## src/rtl/des_pkg.sv

```systemverilog
package des_pkg;
  typedef struct packed {
    logic sendFirst;
    logic dataOn;
  } serStrobe_t;
endpackage

```

## src/rtl/des_ctrl.sv

```systemverilog
module des_ctrl
  import des_pkg::*;
(
  input  logic       clk,
  input  logic       rstN,
  input  logic       deIn,
  input  logic       hsIn,
  input  logic       vsIn,
  input  logic       fourPhase,
  output serStrobe_t strobe,
  output logic       deOut,
  output logic       hsOut,
  output logic       vsOut,
  output logic       outClk
);
  logic dePrevQ;
  logic secondNextQ;
  logic lineStart;
  logic firstNow;

  // A new line forces the first half; otherwise the phase alternates.
  assign lineStart = deIn & ~dePrevQ;
  assign firstNow  = lineStart | ~secondNextQ;

  assign strobe.sendFirst = firstNow;
  assign strobe.dataOn    = deIn;

  always_ff @(posedge clk) begin
    if (!rstN) begin
      dePrevQ     <= 1'b0;
      secondNextQ <= 1'b0;
      deOut       <= 1'b0;
      hsOut       <= 1'b0;
      vsOut       <= 1'b0;
      outClk      <= 1'b0;
    end else begin
      dePrevQ     <= deIn;
      secondNextQ <= firstNow;
      outClk      <= fourPhase ? firstNow : ~firstNow;
      if (firstNow) begin
        deOut <= deIn;
        hsOut <= hsIn;
        vsOut <= vsIn;
      end
    end
  end
endmodule

```

## src/rtl/des_datapath.sv

```systemverilog
module des_datapath
  import des_pkg::*;
#(
  parameter int PIX_W = 24
) (
  input  logic             clk,
  input  logic             rstN,
  input  serStrobe_t       strobe,
  input  logic             ddrEn,
  input  logic             edgeSel,
  input  logic [PIX_W-1:0] pixIn,
  output logic [PIX_W-1:0] dataOut
);
  localparam int HALF_W = PIX_W / 2;

  logic [PIX_W-1:0]  holdQ;
  logic [PIX_W-1:0]  srcPix;
  logic [HALF_W-1:0] loHalf;
  logic [HALF_W-1:0] hiHalf;
  logic              takeLow;
  logic [PIX_W-1:0]  nextData;

  assign srcPix  = strobe.sendFirst ? pixIn : holdQ;
  assign loHalf  = srcPix[HALF_W-1:0];
  assign hiHalf  = srcPix[PIX_W-1:HALF_W];
  // Little-endian order sends the low half in the first-half cycle.
  assign takeLow = (strobe.sendFirst == edgeSel);

  always_comb begin
    if (!strobe.dataOn)
      nextData = '0;
    else if (ddrEn)
      nextData = {{(PIX_W-HALF_W){1'b0}}, (takeLow ? loHalf : hiHalf)};
    else
      nextData = srcPix;
  end

  always_ff @(posedge clk) begin
    if (!rstN) begin
      holdQ   <= '0;
      dataOut <= '0;
    end else begin
      if (strobe.sendFirst) holdQ <= pixIn;
      dataOut <= nextData;
    end
  end
endmodule

```

## src/rtl/dual_edge_serializer.sv

```systemverilog
module dual_edge_serializer
  import des_pkg::*;
#(
  parameter int PIX_W = 24
) (
  input  logic             clk,
  input  logic             rstN,
  input  logic             ddrEn,
  input  logic             fourPhase,
  input  logic             edgeSel,
  input  logic [PIX_W-1:0] pixIn,
  input  logic             deIn,
  input  logic             hsIn,
  input  logic             vsIn,
  output logic [PIX_W-1:0] dataOut,
  output logic             deOut,
  output logic             hsOut,
  output logic             vsOut,
  output logic             outClk
);
  serStrobe_t ctlStrobe;

  des_ctrl ctrlU (
    .clk      (clk),
    .rstN     (rstN),
    .deIn     (deIn),
    .hsIn     (hsIn),
    .vsIn     (vsIn),
    .fourPhase(fourPhase),
    .strobe   (ctlStrobe),
    .deOut    (deOut),
    .hsOut    (hsOut),
    .vsOut    (vsOut),
    .outClk   (outClk)
  );

  des_datapath #(.PIX_W(PIX_W)) dpU (
    .clk    (clk),
    .rstN   (rstN),
    .strobe (ctlStrobe),
    .ddrEn  (ddrEn),
    .edgeSel(edgeSel),
    .pixIn  (pixIn),
    .dataOut(dataOut)
  );
endmodule

```

## config.mk

```make
export PLATFORM = sky130hd
export DESIGN_NAME = dual_edge_serializer
export DESIGN_NICKNAME = d
export VERILOG_FILES = /design/src/rtl/des_pkg.sv /design/src/rtl/des_ctrl.sv /design/src/rtl/des_datapath.sv /design/src/rtl/dual_edge_serializer.sv
export SDC_FILE = /design/constraint.sdc
export NUM_CORES = 1
export LEC_CHECK = 0
export ABC_AREA = 1
export BUFFER_PORTS_ARGS = -buffer_cell sky130_fd_sc_hd__buf_2
export CAP_MARGIN = 20
export CORE_ASPECT_RATIO = 0.7
export CORE_UTILIZATION = 23
export CTS_BUF_LIST = sky130_fd_sc_hd__clkbuf_4
export DETAILED_ROUTE_END_ITERATION = 12
export HOLD_SLACK_MARGIN = 0.05
export PLACE_DENSITY = 0.46
export RECOVER_POWER = 50
export SETUP_SLACK_MARGIN = 0.1
export SYNTH_ARGS = -nofsm -noshare
export SYNTH_HDL_FRONTEND = slang
export SYNTH_SLANG_ARGS = --single-unit
```

## constraint.sdc

```tcl
create_clock -name clk -period 1.6 [get_ports clk]
set_input_delay 0.32 -clock clk [delete_from_list [all_inputs] [get_ports clk]]
set_output_delay 0.32 -clock clk [all_outputs]
set_load 0.05 [all_outputs]
```

==> flow_summary.yaml <==
outcome:
  status: "finished clean"
sta:
  rsz0062_at_grt: "false"
  setup_viol: 0
  drv_slew: 0
  whs_ns: 0.0897
  timing.final.crit_share_pct: 86.7
  period_minus_slack_ns: 1.39
  max_freq_mhz: 721
  slew_headroom_pct: 72.5
  skew_ns: 0.00571
  setup_slack_ns: 0.213
  worst_pin_slew_ns: 0.412
  timing.final.hold_violations: 0
  tns_ns: 0
clock_tree:
  root_buffer: "clkbuf_4"
  cts_resized: 0
  clock_latency_ns: 0.39
  htree_levels: 2
  clockBufferDepth: 2
  cts_tree: "built"
  numCtsBuffers: 5
  cts.sinks: 54
  ctsHoldBuffers: 0
  postCtsSetupRepairBufs: 0
  path_clk_slew_ns: 0.15
global_routing:
  grt_pass1_wl_um: 8200
  grt_use_total_pct: 12.1
  grt_antenna_before_repair: 0
  grt_pass1_vias: 1680
  grt_max_degree: 25
  overflow: 0
synthesis:
  yosys-top-cells-area: "dfxtp_1 (54%), nand2_1 (16%), nor2_1 (13%)"
  avgSynthCellArea_um2: 7.39
  synth_most_common_cell: "nand2_1"
  async_flop_share_pct: 0
  syn-instance-count: 271
  synth_ff_type: "dfxtp_1"
  ys_types: 17
  synth_nets: 303
  ys_warn_count: 0
  synth_edf_count: 0
  synth.top_cell.area_share_pct: 54.0
  synth-seq-cells: 54
  synth_top_area_cell: "dfxtp_1"
  synth_area_um2: 2000
  synthTopCellsByCount: "nand2_1 (85), nor2_1 (67), dfxtp_1 (54)"
  ys_seq_area_share_pct: 54.0
final_layout:
  area_growth_pct: 24.4
  finalNetCount: 365
  postLayoutCoreUtil_pct: 29.5
  diodes: 0
  final_layout_size_suffix_gt1_share_pct: 24.0
  final_cells: 454
  postLayoutCellArea_um2: 2490
placed_design:
  placed_cell_area_um2: 2420
  gp_congestion: 0.758
  portBuffers: 59
  dp.cells: 445
  place_ws_ns: 0.145
  dp_hpwl_um: 3630
die:
  die_x_um: 114
  core_um2: 8440
  die-area_um2: 9090
  die_y_um: 80.1
  rows: 28
  ioPinCount: 60
  start_util_pct: 23.7
power:
  p_leak_nw: 1.36
  p_int_mw: 1.76
  vdd_drop_max_mv: 0.309
  switching_share_pct: 31.4
  p_switching_mw: 0.807
  clockPowerShare_pct: 24.0
  comb_power_share_pct: 19.3
  power_mw: 2.57
  p_seq_share_pct: 56.7
  powerDensity_nw_per_um2: 1030
setup_path:
  path_max_fanout: 12
  crit_type: "register to register"
  end_kind: "register"
  worst-r2r-cell-count: 7
  worstReg2RegStart: "ctrlU.dePrevQ"
  cp.arrival_ns: 1.69
  start_kind: "register"
  cp-startpoint: "ctrlU.dePrevQ"
  cp_data_required_time_ns: 1.91
flow_run:
  maxCapViolations: 0
hold_path:
  hold_path_class: "input pin to register"
  worstHoldPathCells: 2
  worstHoldStart: "fourPhase"
routing:
  drc: 0
  ant_nets: 0
  vias_per_cell: 3.85
  first_pass_iters: 6
  wirelength_um: 5260
  vias: 1746
  drt-initial-drc-count: 82
  wl_per_cell_um: 11.6
## flip-flops by register name, indices dropped and copies added, names as in the netlist
signal,count
ctrlU.dePrevQ,1
ctrlU.outClk,1
ctrlU.vsOut,1
ctrlU.secondNextQ,1
ctrlU.hsOut,1
dpU.dataOut,24
dpU.holdQ,24
ctrlU.deOut,1
## final timing paths
kind | to | slack (ns)
min | ctrlU.outClk | 0.09
max | dpU.dataOut[9] | 0.21
max reg2reg | dpU.dataOut[9] | 0.21
min reg2reg | ctrlU.deOut | 0.50
## power by group through the flow
stage               clock [mW]  combinational, mW  sequential, mW
floorplan                    0              0.232            1.61
global placement             0              0.494            1.49
detailed placement           0              0.493            1.48
CTS                      0.646              0.496            1.46
global route             0.723              0.552            1.46
finish                   0.616              0.496            1.46
## worst max-delay path, stage by stage, from the launching register on
cell and delay (ns):
dfxtp_1 0.34, inv_1 0.04, nand2_2 0.10, nand2_2 0.14
nand2_2 0.15, nand3_2 0.27, nor2_1 0.20, nor2_1 0.06
## final cells by class
class | instances | area [um2]
tap | 120 | 150
inverter | 30 | 115
multi-input combinational | 176 | 743
clock buffer | 6 | 45.0
sequential | 54 | 1080
timing repair buffer | 66 | 347
fill | 954 | 5950
clock inverter | 2 | 8.76
## cell families (layout without fill, tap and decap cells)
kind of cell    after synthesis  in the layout  synth area share, %
simple gates                170            171                 35.4
flops                        54             54                 54.0
buf+inv                      42            104                 9.37
compound gates                5              5                 1.25
## routing by layer
layer  wire length, um  GRT usage (%)  share of wire, %  vias to the layer above
li1                  -              -                 -                      924
met1              2900           16.6                55                      771
met2              1950           17.0                37                       47
met3               371           5.81               7.1                        4
met4                36           2.37              0.69                        0
met5                 0              0                 0                        -
## placed cells by master (no fill, tap or decap), drive strengths merged
master	instances
a21oi	1
buf	65
clkbuf	7
clkinv	3
dfxtp	54
inv	29
nand2	88
nand3	3
nand3b	12
nor2	67
o21ai	4
or2	1
(Power assumes the default switching activity.)
